$ cat src/rtl/msgbuf_pkg.sv
package msgbuf_pkg;
  localparam int IDX_W_MAX = 8;
  localparam int PRIO_W    = 2;

  // per-buffer byte layout; the read side and software both depend on it
  localparam int F_DIR  = 7;
  localparam int F_ABT  = 6;
  localparam int F_LOST = 5;
  localparam int F_ERR  = 4;
  localparam int F_REQ  = 3;
  localparam int F_RTR  = 2;

  typedef struct packed {
    logic                 busy;
    logic [IDX_W_MAX-1:0] curIdx;
    logic                 done;
    logic                 lostArb;
    logic                 busErr;
    logic                 abortDone;
  } engStb_t;
endpackage

$ cat src/rtl/msgbuf_pick.sv
module msgbuf_pick #(
  parameter int NUM_BUF = 8,
  parameter int PRIO_W  = 2,
  parameter int IDX_W   = 3
) (
  input  logic [NUM_BUF-1:0]        candVec,
  input  logic [NUM_BUF*PRIO_W-1:0] prioFlat,
  output logic                      anyCand,
  output logic [IDX_W-1:0]          winIdx
);
  logic [PRIO_W-1:0] bestPrio;

  // ascending scan with >= lets the higher index win a tie
  always_comb begin
    anyCand  = 1'b0;
    winIdx   = '0;
    bestPrio = '0;
    for (int i = 0; i < NUM_BUF; i++) begin
      if (candVec[i] && (!anyCand || prioFlat[i*PRIO_W +: PRIO_W] >= bestPrio)) begin
        anyCand  = 1'b1;
        bestPrio = prioFlat[i*PRIO_W +: PRIO_W];
        winIdx   = IDX_W'(i);
      end
    end
  end
endmodule

$ cat src/rtl/msgbuf_ctrl.sv
module msgbuf_ctrl
  import msgbuf_pkg::*;
#(
  parameter int NUM_BUF = 8,
  parameter int IDX_W   = 3
) (
  input  logic                      clk,
  input  logic                      rstN,
  input  logic [NUM_BUF-1:0]        candVec,
  input  logic [NUM_BUF*PRIO_W-1:0] prioFlat,
  input  logic [NUM_BUF-1:0]        abortPendVec,
  input  logic                      engDone,
  input  logic                      engLostArb,
  input  logic                      engBusErr,
  input  logic                      engAbortAck,
  output logic                      engStart,
  output logic [IDX_W-1:0]          engIndex,
  output logic                      engAbortReq,
  output engStb_t                   stb
);
  logic             busy;
  logic [IDX_W-1:0] curIdx;
  logic             anyCand;
  logic [IDX_W-1:0] winIdx;
  logic             anyResult;

  msgbuf_pick #(.NUM_BUF(NUM_BUF), .PRIO_W(PRIO_W), .IDX_W(IDX_W)) uPick (
    .candVec (candVec),
    .prioFlat(prioFlat),
    .anyCand (anyCand),
    .winIdx  (winIdx)
  );

  assign anyResult   = engDone | engLostArb | engBusErr | engAbortAck;
  assign engStart    = !busy && anyCand;
  assign engIndex    = busy ? curIdx : winIdx;
  assign engAbortReq = busy && abortPendVec[curIdx];

  always_ff @(posedge clk or negedge rstN) begin
    if (!rstN) begin
      busy   <= 1'b0;
      curIdx <= '0;
    end else if (engStart) begin
      busy   <= 1'b1;
      curIdx <= winIdx;
    end else if (busy && anyResult) begin
      busy   <= 1'b0;
    end
  end

  // one result per handoff; sent outranks abort outranks the retry causes
  always_comb begin
    stb.busy      = busy;
    stb.curIdx    = IDX_W_MAX'(curIdx);
    stb.done      = busy && engDone;
    stb.abortDone = busy && engAbortAck && !engDone;
    stb.lostArb   = busy && engLostArb && !engDone && !engAbortAck;
    stb.busErr    = busy && engBusErr && !engDone && !engAbortAck && !engLostArb;
  end
endmodule

$ cat src/rtl/msgbuf_regs.sv
module msgbuf_regs
  import msgbuf_pkg::*;
#(
  parameter int NUM_BUF = 8,
  parameter int IDX_W   = 3,
  parameter int ADDR_W  = 2
) (
  input  logic                      clk,
  input  logic                      rstN,
  input  logic                      cfgWrEn,
  input  logic [ADDR_W-1:0]         cfgAddr,
  input  logic [15:0]               cfgWrData,
  output logic [15:0]               cfgRdData,
  input  logic                      rtrValid,
  input  logic [IDX_W-1:0]          rtrIdx,
  input  engStb_t                   stb,
  output logic [NUM_BUF-1:0]        candVec,
  output logic [NUM_BUF*PRIO_W-1:0] prioFlat,
  output logic [NUM_BUF-1:0]        abortPendVec,
  output logic [NUM_BUF-1:0]        dirVec,
  output logic [NUM_BUF-1:0]        reqVec
);
  localparam int WORDS = NUM_BUF / 2;

  logic [7:0] ctlArr [NUM_BUF];

  for (genvar b = 0; b < NUM_BUF; b++) begin : gBuf
    logic              dir, abt, lost, err, req, rtrEn, abortPend;
    logic [PRIO_W-1:0] prio;
    logic [7:0]        wrByte;
    logic              wrHit, rtrHit, mine, inFlight;

    assign wrByte   = cfgWrData[(b % 2)*8 +: 8];
    assign wrHit    = cfgWrEn && (cfgAddr == ADDR_W'(b / 2));
    assign rtrHit   = rtrValid && (rtrIdx == IDX_W'(b)) && rtrEn;
    assign mine     = stb.curIdx == IDX_W_MAX'(b);
    assign inFlight = stb.busy && mine;

    always_ff @(posedge clk or negedge rstN) begin
      if (!rstN) begin
        {dir, abt, lost, err, req, rtrEn, abortPend} <= '0;
        prio <= '0;
      end else begin
        if (wrHit) begin
          dir   <= wrByte[F_DIR];
          rtrEn <= wrByte[F_RTR];
          prio  <= wrByte[PRIO_W-1:0];
          if (wrByte[F_REQ] && !req) begin
            req <= 1'b1;
            {abt, lost, err} <= '0;
          end else if (!wrByte[F_REQ] && req) begin
            req <= 1'b0;
            if (inFlight) abortPend <= 1'b1;
            else          abt       <= 1'b1;
          end
        end else if (rtrHit && !req) begin
          req <= 1'b1;
          {abt, lost, err} <= '0;
        end
        if (mine && stb.done) begin
          req       <= 1'b0;
          abortPend <= 1'b0;
        end
        if (mine && (stb.lostArb || stb.busErr)) begin
          if (stb.lostArb) lost <= 1'b1;
          if (stb.busErr)  err  <= 1'b1;
          if (abortPend) begin
            abt       <= 1'b1;
            abortPend <= 1'b0;
          end
        end
        if (mine && stb.abortDone) begin
          abt       <= 1'b1;
          abortPend <= 1'b0;
        end
      end
    end

    assign ctlArr[b]                     = {dir, abt, lost, err, req, rtrEn, prio};
    assign candVec[b]                    = dir && req && !abortPend;
    assign prioFlat[b*PRIO_W +: PRIO_W]  = prio;
    assign abortPendVec[b]               = abortPend;
    assign dirVec[b]                     = dir;
    assign reqVec[b]                     = req;
  end

  always_comb begin
    cfgRdData = '0;
    for (int a = 0; a < WORDS; a++)
      if (cfgAddr == ADDR_W'(a)) cfgRdData = {ctlArr[2*a+1], ctlArr[2*a]};
  end
endmodule

$ cat src/rtl/msgbuf_sched.sv
module msgbuf_sched
  import msgbuf_pkg::*;
#(
  parameter int NUM_BUF = 8,
  localparam int IDX_W  = $clog2(NUM_BUF),
  localparam int ADDR_W = (NUM_BUF > 2) ? $clog2(NUM_BUF / 2) : 1
) (
  input  logic              clk,
  input  logic              rstN,
  input  logic              cfgWrEn,
  input  logic [ADDR_W-1:0] cfgAddr,
  input  logic [15:0]       cfgWrData,
  output logic [15:0]       cfgRdData,
  input  logic              rtrValid,
  input  logic [IDX_W-1:0]  rtrIdx,
  output logic              engStart,
  output logic [IDX_W-1:0]  engIndex,
  input  logic              engDone,
  input  logic              engLostArb,
  input  logic              engBusErr,
  input  logic              engAbortAck,
  output logic              engAbortReq
);
  engStb_t                   stb;
  logic [NUM_BUF-1:0]        candVec;
  logic [NUM_BUF*PRIO_W-1:0] prioFlat;
  logic [NUM_BUF-1:0]        abortPendVec;
  logic [NUM_BUF-1:0]        dirVec;
  logic [NUM_BUF-1:0]        reqVec;

  msgbuf_regs #(.NUM_BUF(NUM_BUF), .IDX_W(IDX_W), .ADDR_W(ADDR_W)) uRegs (
    .clk, .rstN, .cfgWrEn, .cfgAddr, .cfgWrData, .cfgRdData,
    .rtrValid, .rtrIdx, .stb,
    .candVec, .prioFlat, .abortPendVec, .dirVec, .reqVec
  );

  msgbuf_ctrl #(.NUM_BUF(NUM_BUF), .IDX_W(IDX_W)) uCtrl (
    .clk, .rstN, .candVec, .prioFlat, .abortPendVec,
    .engDone, .engLostArb, .engBusErr, .engAbortAck,
    .engStart, .engIndex, .engAbortReq, .stb
  );
endmodule

$ cat config.mk
export PLATFORM = sky130hd
export DESIGN_NAME = msgbuf_sched
export DESIGN_NICKNAME = d
export VERILOG_FILES = /design/src/rtl/msgbuf_pkg.sv /design/src/rtl/msgbuf_pick.sv /design/src/rtl/msgbuf_ctrl.sv /design/src/rtl/msgbuf_regs.sv /design/src/rtl/msgbuf_sched.sv
export SDC_FILE = /design/constraint.sdc
export NUM_CORES = 1
export LEC_CHECK = 0
export BUFFER_PORTS_ARGS = -buffer_cell sky130_fd_sc_hd__clkbuf_2
export CAP_MARGIN = 5
export CORE_ASPECT_RATIO = 1.1
export CORE_MARGIN = 8
export CORE_UTILIZATION = 53
export CTS_CLUSTER_SIZE = 14
export DETAILED_ROUTE_END_ITERATION = 10
export GPL_TIMING_DRIVEN = 0
export PLACE_DENSITY = 0.82
export SLEW_MARGIN = 20
export SYNTH_ARGS = -nofsm -noshare
export SYNTH_HDL_FRONTEND = slang
export SYNTH_SLANG_ARGS = --single-unit
$ cat constraint.sdc
create_clock -name clk -period 9.8 [get_ports clk]
set_input_delay 1.96 -clock clk [delete_from_list [all_inputs] [get_ports clk]]
set_output_delay 1.96 -clock clk [all_outputs]
set_load 0.02 [all_outputs]
# Word level (Yosys, flattened, before mapping)
# Index checks and enable logic that the tools add are counted.
# op_classes
add_sub_neg	0
n_mul	0
n_div	0
order_cmp	8
n_eq_ne	25
n_shift	0
muxes	279
n_bitwise	3
reduce_logical	169
# ops
cell	count
1-bit two-way mux	260
1-bit logical AND	112
16-bit two-way mux	4
4-bit inequality test, second input constant	8
1-bit zero test	29
3-bit equality test, second input constant	8
3-bit nonzero test	8
3-bit two-way mux	7
2-bit AND reduction	8
2-bit >= comparator	7
2-bit two-way mux	7
3-bit by 2-bit equality test with 1-bit output, second input constant	4
8-bit zero test	1
1-bit logical OR	8
3-bit by 1-bit equality test with 1-bit output, second input constant	2
2-bit equality test, second input constant	2
3-bit by 4-bit < comparator with 1-bit output, second input constant	1
1-bit binary-select mux with 3-bit select	1
3-bit zero test	1
1-bit OR	3
2-bit by 1-bit equality test with 1-bit output, second input constant	1
2-bit zero test	1
2-bit nonzero test	1
# word_totals
reg_bits	76
latch_bits	0
ram_bits	0
rom_bits	0
inputBits	29
out_inout_bits	21
wordCells	550
mem_count	0

# Depth between registers and ports, before layout
# Gate-level depths: netlist of run 1.
# logic_depth
depth_word	33
ltp_mapped	44
mapped_depth_nobuf	44

# Hierarchy
# A second synthesis of run 1 with hierarchy kept.
# hier_totals
cells_unflattened	518
hier_area_um2	4982.3
# by_module_without_submodules
mod	instances	cells_each	area_per_inst_um2	seq_area_each_um2
msgbuf_regs	1	395	4008.8	1801.7
msgbuf_pick	1	92	635.6	0.0
msgbuf_ctrl	1	31	337.8	100.1

# Worst setup path before layout of run 1
# Ideal clock, no wire load.
# synth_path
path_type	flip-flop to output port
from	reg uRegs.gBuf[0].req
to	out engIndex[1]
t_arrival_ns	7.958
required_time_ns	7.840
slack_ns	-0.118
path_stages_with_launch	44
n_path_buf	0
path_cell_list	dfrtp_1 and3b_1 and2_1 ha_1 nand2b_1 a211o_1 nand3_1 nand2_1 ha_1 nand2b_1 a221oi_4 or2_2 a31oi_1 ha_1 nand2b_1 a21oi_1 a21o_1 mux2i_1 (+8 left out) nand2b_1 a21o_1 a22o_1 a32oi_1 a21boi_0 ha_1 nand2b_1 a21oi_1 o31ai_1 nand2b_1 mux2i_1 a31oi_1 ha_1 nand2b_1 a21oi_1 o22ai_1 a41o_1 o31a_1
# synth_between
elab_chain_len	32
word_cells_on_any_way	51
classes_between	7 x order compare; 21 x mux; 23 x reduce/logical
# synth_lines
item	line	source
start: declaration	msgbuf_regs.sv:28	logic dir, abt, lost, err, req, rtrEn, abortPend;
start signal: assignment	msgbuf_regs.sv:41	{dir, abt, lost, err, req, rtrEn, abortPend} <= '0;
start signal: assignment	msgbuf_regs.sv:49	req <= 1'b1;
start signal: assignment	msgbuf_regs.sv:52	req <= 1'b0;
1-bit logical AND (*) (2 in a row)	msgbuf_regs.sv:80	assign candVec[b] = dir && req && !abortPend;
2-bit two-way mux or 1-bit two-way mux (tied branches)	msgbuf_pick.sv:19	if (candVec[i] && (!anyCand || prioFlat[i*PRIO_W +: PRIO_W] >= bestPrio)) begin
2-bit >= comparator or 1-bit zero test (tied branches)	msgbuf_pick.sv:19	
1-bit logical OR	msgbuf_pick.sv:19	
1-bit logical AND	msgbuf_pick.sv:19	
2-bit two-way mux or 1-bit two-way mux (tied branches)	msgbuf_pick.sv:19	
2-bit >= comparator or 1-bit zero test (tied branches)	msgbuf_pick.sv:19	
1-bit logical OR	msgbuf_pick.sv:19	
(+15 left out)	-	
1-bit logical OR	msgbuf_pick.sv:19	
1-bit logical AND	msgbuf_pick.sv:19	
2-bit two-way mux or 1-bit two-way mux (tied branches)	msgbuf_pick.sv:19	
2-bit >= comparator or 1-bit zero test (tied branches)	msgbuf_pick.sv:19	
1-bit logical OR	msgbuf_pick.sv:19	
1-bit logical AND	msgbuf_pick.sv:19	
3-bit two-way mux (*)	msgbuf_pick.sv:19	
3-bit two-way mux (*)	msgbuf_ctrl.sv:36	assign engIndex = busy ? curIdx : winIdx;
end: declaration	msgbuf_sched.sv:17	output logic [IDX_W-1:0] engIndex,
# Every way passes the cells marked *; elsewhere a longest branch is shown, timed or not.

# Worst setup path in the final report of run 1
# layout_path
from	reg uRegs.gBuf[0].abortPend
to	out engIndex[1]
# layout_between
elab_chain_len	32
word_cells_on_any_way	51
classes_between	7 x order compare; 21 x mux; 23 x reduce/logical
# layout_lines
item	line	source
start: declaration	msgbuf_regs.sv:28	
start signal: assignment	msgbuf_regs.sv:41	
start signal: assignment	msgbuf_regs.sv:53	if (inFlight) abortPend <= 1'b1;
start signal: assignment	msgbuf_regs.sv:62	abortPend <= 1'b0;
1-bit zero test (*)	msgbuf_regs.sv:80	
1-bit logical AND (*)	msgbuf_regs.sv:80	
2-bit two-way mux or 1-bit two-way mux (tied branches)	msgbuf_pick.sv:19	
2-bit >= comparator or 1-bit zero test (tied branches)	msgbuf_pick.sv:19	
1-bit logical OR	msgbuf_pick.sv:19	
1-bit logical AND	msgbuf_pick.sv:19	
2-bit two-way mux or 1-bit two-way mux (tied branches)	msgbuf_pick.sv:19	
2-bit >= comparator or 1-bit zero test (tied branches)	msgbuf_pick.sv:19	
(+16 left out)	-	
1-bit logical OR	msgbuf_pick.sv:19	
1-bit logical AND	msgbuf_pick.sv:19	
2-bit two-way mux or 1-bit two-way mux (tied branches)	msgbuf_pick.sv:19	
2-bit >= comparator or 1-bit zero test (tied branches)	msgbuf_pick.sv:19	
1-bit logical OR	msgbuf_pick.sv:19	
1-bit logical AND	msgbuf_pick.sv:19	
3-bit two-way mux (*)	msgbuf_pick.sv:19	
3-bit two-way mux (*)	msgbuf_ctrl.sv:36	
# Marks and branches as above.

==> results of run 1 <==
[worst max-delay path, delay by kind of cell (launching register included)]
family	cells	cell delay, ns
muxes	3	0.66
buffers and inverters	3	0.37
AOI/OAI and AO/OA	19	3.99
adders and majority gates	7	1.84
DFF	1	0.41
and+or+nand+nor	9	1.37
[state kept, by name, summed over array words and instances (netlist names)]
register and count:
uRegs.gBuf.prio 16, uRegs.gBuf.abortPend 8, uRegs.gBuf.abt 8, uRegs.gBuf.dir 8, uRegs.gBuf.err 8, uRegs.gBuf.lost 8
uRegs.gBuf.req 8, uRegs.gBuf.rtrEn 8, uCtrl.curIdx 3, uCtrl.busy 1
[cells by family after synthesis]
group	Yosys count	share of synthesized area, %
DFF	76	41.5
AOI/OAI and AO/OA	112	16.4
and+or+nand+nor	201	21.8
adders and majority gates	14	3.82
buffers and inverters	39	3.33
muxes	36	13.2
[stage by stage]
stage          setup slack (ns)  area, um^2
2_1_floorplan            0.0161        4640
3_3_place_gp             -0.759        4980
3_5_place_dp             -0.970        5010
4_1_cts                  -0.782        5630
5_1_grt                   -1.45        5820
6_report                  -1.18        5820
[power by group]
group | internal [uW] | switching (uW)
clock | 165 | 120
sequential | 414 | 97.9
combinational | 533 | 558
[synth_stat cells (7+ instances only)]
library cell,n
a21oi_1,23
a211oi_1,7
or3_1,9
a31oi_1,13
ha_1,14
mux2_2,15
mux4_2,18
nand2b_1,20
clkbuf_1,9
dfrtp_1,76
a221oi_1,9
nand2_1,87
nand3b_1,8
nor2_1,33
inv_1,23
o21ai_0,32
[worst max-delay path by stage]
stage | to | startpoint | depth (start not counted) | slack, ns
global route | engIndex[1] | uRegs.gBuf[0].abortPend | 41 | -1.45
detailed placement | engIndex[1] | uRegs.gBuf[0].req | 44 | -0.97
CTS | engIndex[1] | uRegs.gBuf[0].abortPend | 43 | -0.78
floorplan | engIndex[1] | uRegs.gBuf[0].req | 43 | 0.02
global placement | engIndex[1] | uRegs.gBuf[0].req | 44 | -0.76
finish | engIndex[1] | uRegs.gBuf[0].abortPend | 41 | -1.18
[repair_timing]
item	4_1_cts	5_1_grt
cloned	0	0
buffers inserted	36	11
pin swaps	21	16
hold endpoints to repair	0	0
setup endpoints to repair	3	3
gates resized for setup	22	18
[layout make-up]
| type | instances | area (um^2) |
|---|---|---|
| buffer | 16 | 66.3 |
| clock buffer | 13 | 169 |
| fill | 616 | 2580 |
| tap | 111 | 139 |
| multi-input combinational | 363 | 2790 |
| clock inverter | 3 | 67.6 |
| sequential | 76 | 1900 |
| inverter | 23 | 86.3 |
| timing repair buffer | 90 | 598 |
[routing by layer]
metal  global-route usage [%]  share of wire [%]  up-vias
li1                         -                  -     1950
met1                     27.5                 36     2182
met2                     39.7                 49      304
met3                     5.70                8.3       79
met4                     14.2                5.9        0
met5                        0                  0        -
==> metrics.csv, run 1 <==
stage;metric;value;unit
status;status;complete, but fails checks;
status;violations;negative setup slack;
synth;netlist.area_leader.share;41.5;%
power;total_power;1890;uW
synth;syn-instance-count;478;
routing;wl;14700;um
flow_run;drv_cap;0;
timing;drv_slew;0;
timing;tns;-3.16;ns
routing;drc;0;
setup_path;r2r_start;uRegs.gBuf[0].abortPend;
placed_design;port_buffers;42;
floorplanning;num_rows;35;
grt;grt_max_degree;45;
timing;hold_slack;0.488;ns
synth;syn_area;4590;um^2
synth;yosysWarningCount;0;
routing;first_iter_violations;521;
power;p_leak;0.00260;uW
setup_path;path_common_cell;ha_1;
finish;final_cell_mix;nand2_1 (86), dfrtp_1 (75), buf_4 (46), clkbuf_2 (40), o21ai_0 (31);
placed_design;dpl.hpwl;9630;um
timing;fmax;0.0910;GHz
floorplanning;die_area;11900;um^2
floorplanning;die_h;114;um
setup_path;worstPathArrival;9.02;ns
floorplanning;die_w;105;um
timing;hold_violations;0;
timing;clock_skew;0.00946;ns
finish;layout-drive-gt1-share;33.2;%
timing;worst_slew_pin_slew;0.797;ns
floorplanning;ios;50;
synth;synth_top_area_cell;dfrtp_1;
worst_hold_path;hp-class;flip-flop to flip-flop;
clock_tree;root_buffer;clkbuf_8;
timing;fin_ws;-1.18;ns
setup_path;slowest_stage;dfrtp_1;
setup_path;reg2reg_slack;0.94;ns
routing;via_count;4515;
setup_path;crit_required;7.84;ns
timing;layout_min_cycle_time;10.98;ns
grt;antenna_found_initial;0;
timing;relSlewSlack;46.9;%
setup_path;start_kind;flip-flop;
finish;final_common_cell;nand2_1;
timing;setup-violations-final;3;
synth;synth_area_leaders;dfrtp_1 (41%), mux4_2 (8.8%), nand2_1 (7.1%);
setup_path;rr_endpoint;uCtrl.curIdx[1];
synth;ys.flop_type;dfrtp_1;
finish;fin_cells;695;
placed_design;dp.cells;632;
routing;routedWlPerCell;21.1;um
worst_hold_path;min_path_cells;2;
clock_tree;cts-htree-levels;3;
power;powerDensity;324;nW/um^2
routing;first_pass_iters;5;
floorplanning;initial_utilization;54.6;%
setup_path;crit_fanout;4;
clock_tree;postCtsHoldBufs;0;
worst_hold_path;worstHoldStart;uRegs.gBuf[3].lost;
floorplanning;core_area;8410;um^2
synth;ys_seq_area_share;41.5;%
setup_path;critical-path-max-stage-delay;0.41;ns
clock_tree;clk_path_buf_depth;2;
timing;rsz0062_at_grt;true;
grt;grt_pass1_wl;22500;um
clock_tree;cts.reportedPaths.clkPinSlew;0.08;ns
setup_path;reg2reg_depth;43;
routing;ant_nets;0;
synth;synth.distinct_cells;54;
grt;gr-total-overflow;0;
synth;synthArstFlopShare;100;%
finish;utilization;69.3;%
finish;n_antenna_cell;0;
setup_path;cp-end-kind;output port;
clock_tree;clock_sinks;76;
synth;synthesis.nets;521;
synth;ys_ff_latch;76;
synth;synth-edff-count;0;
synth;synth_area_per_cell;9.60;um^2
finish;finalNetCount;622;
clock_tree;cts_buffers;9;
power;peakVddDrop;0.000147;V
placed_design;place_congestion;0.941;
grt;grt_pass1_vias;4494;
finish;areaGrowthSynthToFinish;26.9;%
grt;grt_use_total;23.8;%
worst_hold_path;min_to;uRegs.gBuf[3].lost;
clock_tree;cts_tree;yes;
setup_path;critPathKind;flip-flop to output port;
timing;period_share;112;%
clock_tree;clkLatencyLatePin;0.36;ns
routing;via_per_inst;6.50;
(Power assumes the default switching activity.)
==> run 2: changes to the inputs <==
==> constraint.sdc (replaced) <==
create_clock -name clk -period 9.1 [get_ports clk]
set_input_delay 1.82 -clock clk [delete_from_list [all_inputs] [get_ports clk]]
set_output_delay 1.82 -clock clk [all_outputs]
set_load 0.02 [all_outputs]
==> metrics.csv, run 2 (synthesized netlist as in run 1, its figures left out) <==
stage;metric;value;unit
clock_tree;root_buffer;clkbuf_8;
floorplanning;die_w;105;um
floorplanning;die_area;11900;um^2
finish;final_cell_mix;nand2_1 (85), dfrtp_1 (75), buf_4 (39), clkbuf_2 (38), o21ai_0 (31);
worst_hold_path;worstHoldStart;uRegs.gBuf[6].err;
setup_path;worstPathArrival;9.29;ns
grt;grt_pass1_wl;23100;um
placed_design;place_congestion;0.913;
floorplanning;num_rows;35;
floorplanning;initial_utilization;54.6;%
routing;first_pass_iters;7;
placed_design;dp.cells;632;
grt;antenna_found_initial;0;
clock_tree;cts.reportedPaths.clkPinSlew;0.09;ns
routing;via_per_inst;6.60;
setup_path;crit_fanout;4;
floorplanning;core_area;8410;um^2
finish;utilization;69.1;%
timing;layout_min_cycle_time;11.11;ns
status;violations;negative setup slack;
setup_path;critical-path-max-stage-delay;0.40;ns
setup_path;reg2reg_slack;0.07;ns
power;powerDensity;339;nW/um^2
finish;final_common_cell;nand2_1;
status;status;complete, but fails checks;
setup_path;crit_required;7.28;ns
timing;clock_skew;0.0146;ns
clock_tree;cts-htree-levels;3;
timing;fmax;0.0900;GHz
finish;layout-drive-gt1-share;33.0;%
grt;grt_pass1_vias;4615;
routing;wl;15200;um
clock_tree;clkLatencyLatePin;0.36;ns
timing;fin_ws;-2.01;ns
timing;tns;-5.67;ns
finish;stdcell_area;5810;um^2
finish;fin_cells;689;
grt;grt_use_total;24.5;%
timing;drv_slew;0;
worst_hold_path;min_path_cells;2;
clock_tree;clock_sinks;76;
setup_path;r2r_start;uRegs.gBuf[0].abortPend;
routing;routedWlPerCell;22.1;um
timing;rsz0062_at_grt;true;
placed_design;port_buffers;42;
grt;grt_max_degree;47;
power;peakVddDrop;0.000150;V
timing;hold_violations;0;
finish;num-fill-cells;610;
worst_hold_path;hp-class;flip-flop to flip-flop;
timing;setup-violations-final;3;
setup_path;cp-startpoint;uRegs.gBuf[0].abortPend;
floorplanning;die_h;114;um
flow_run;drv_cap;0;
clock_tree;postCtsHoldBufs;0;
routing;drc;0;
finish;areaGrowthSynthToFinish;26.6;%
clock_tree;clk_path_buf_depth;2;
setup_path;slowest_stage;a221oi_4;
setup_path;reg2reg_depth;45;
finish;regMostFlops;uRegs.gBuf.prio;
grt;gr-total-overflow;0;
finish;largest_reg_flops;16;
power;p_leak;0.00257;uW
placed_design;dpl.hpwl;9900;um
setup_path;critPathKind;flip-flop to output port;
finish;n_antenna_cell;0;
routing;first_iter_violations;388;
setup_path;rr_endpoint;uCtrl.curIdx[1];
routing;ant_nets;0;
timing;period_share;122;%
setup_path;cp-end-kind;output port;
timing;worst_slew_pin_slew;0.794;ns
floorplanning;ios;50;
worst_hold_path;min_to;uRegs.gBuf[6].err;
clock_tree;cts_tree;yes;
routing;via_count;4547;
setup_path;start_kind;flip-flop;
placed_design;post_dp_cell_area;5040;um^2
timing;relSlewSlack;47.1;%
clock_tree;cts_buffers;9;
finish;finalNetCount;616;
run 2: cell types whose count changed in the layout (fill, tap and decap cells not counted), moves of 2 or more:
cell / previous run / this run
nor2_2: 3 / 0
clkinvlp_4: 1 / 3
nor2_4: 1 / 4
o21ai_1: 0 / 2
buf_4: 46 / 39
inv_6: 0 / 2
o21ai_2: 2 / 0
clkbuf_2: 40 / 38
run 2: routing by layer:
metal | vias up | GRT usage [%] | wire length [um]
li1 | 1941 | - | -
met1 | 2197 | 27.2 | 5540
met2 | 327 | 41.0 | 7390
met3 | 82 | 5.41 | 1320
met4 | 0 | 18.1 | 967
met5 | - | 0 | 0
run 2: per-stage QoR:
stage	total power (uW)	setup slack [ns]	hold WS, ns
floorplan	1120	-0.518	0.444
global placement	1310	-1.25	0.462
detailed placement	1340	-1.44	0.475
CTS	1800	-1.51	0.495
global route	2070	-2.28	0.515
finish	1970	-2.01	0.487
run 2: worst max-delay path, delay by kind of cell (launching register included):
family | cells | cell delay, ns
buffers and inverters | 5 | 0.66
flip-flops | 1 | 0.39
AND/OR/NAND/NOR | 12 | 1.85
multiplexers | 2 | 0.48
AO/OA/AOI/OAI | 18 | 3.74
adder cells (fa/ha/maj) | 7 | 1.80
run 2: final cells by class:
cell class / count / area (um^2) / share of cell area, %
tap: 111 / 139 / 2.39
timing repair buffer: 84 / 573 / 9.86
buffer: 16 / 66.3 / 1.14
multi-input combinational: 363 / 2840 / 48.8
clock inverter: 6 / 70.1 / 1.21
sequential: 76 / 1900 / 32.8
inverter: 23 / 86.3 / 1.49
clock buffer: 10 / 138 / 2.37
run 2: worst max-delay path by stage:
stage	cells past startpoint	slack, ns	endpoint
floorplan	43	-0.52	engIndex[1]
CTS	44	-1.51	engIndex[1]
global route	44	-2.28	engIndex[1]
global placement	43	-1.25	engIndex[1]
finish	44	-2.01	engIndex[1]
detailed placement	43	-1.44	engIndex[1]
run 2: power breakdown:
part           switching [uW]  leakage (uW)  total [uW]  internal, uW
Combinational             606       0.00152        1150           540
Clock                     136     0.0000955         272           136
Sequential                108      0.000948         553           446
run 2: what timing repair did:
action,CTS,global route
resized for setup,23,22
endpoints found under the setup margin,3,5
setup buffers,36,8
pin swaps,28,26
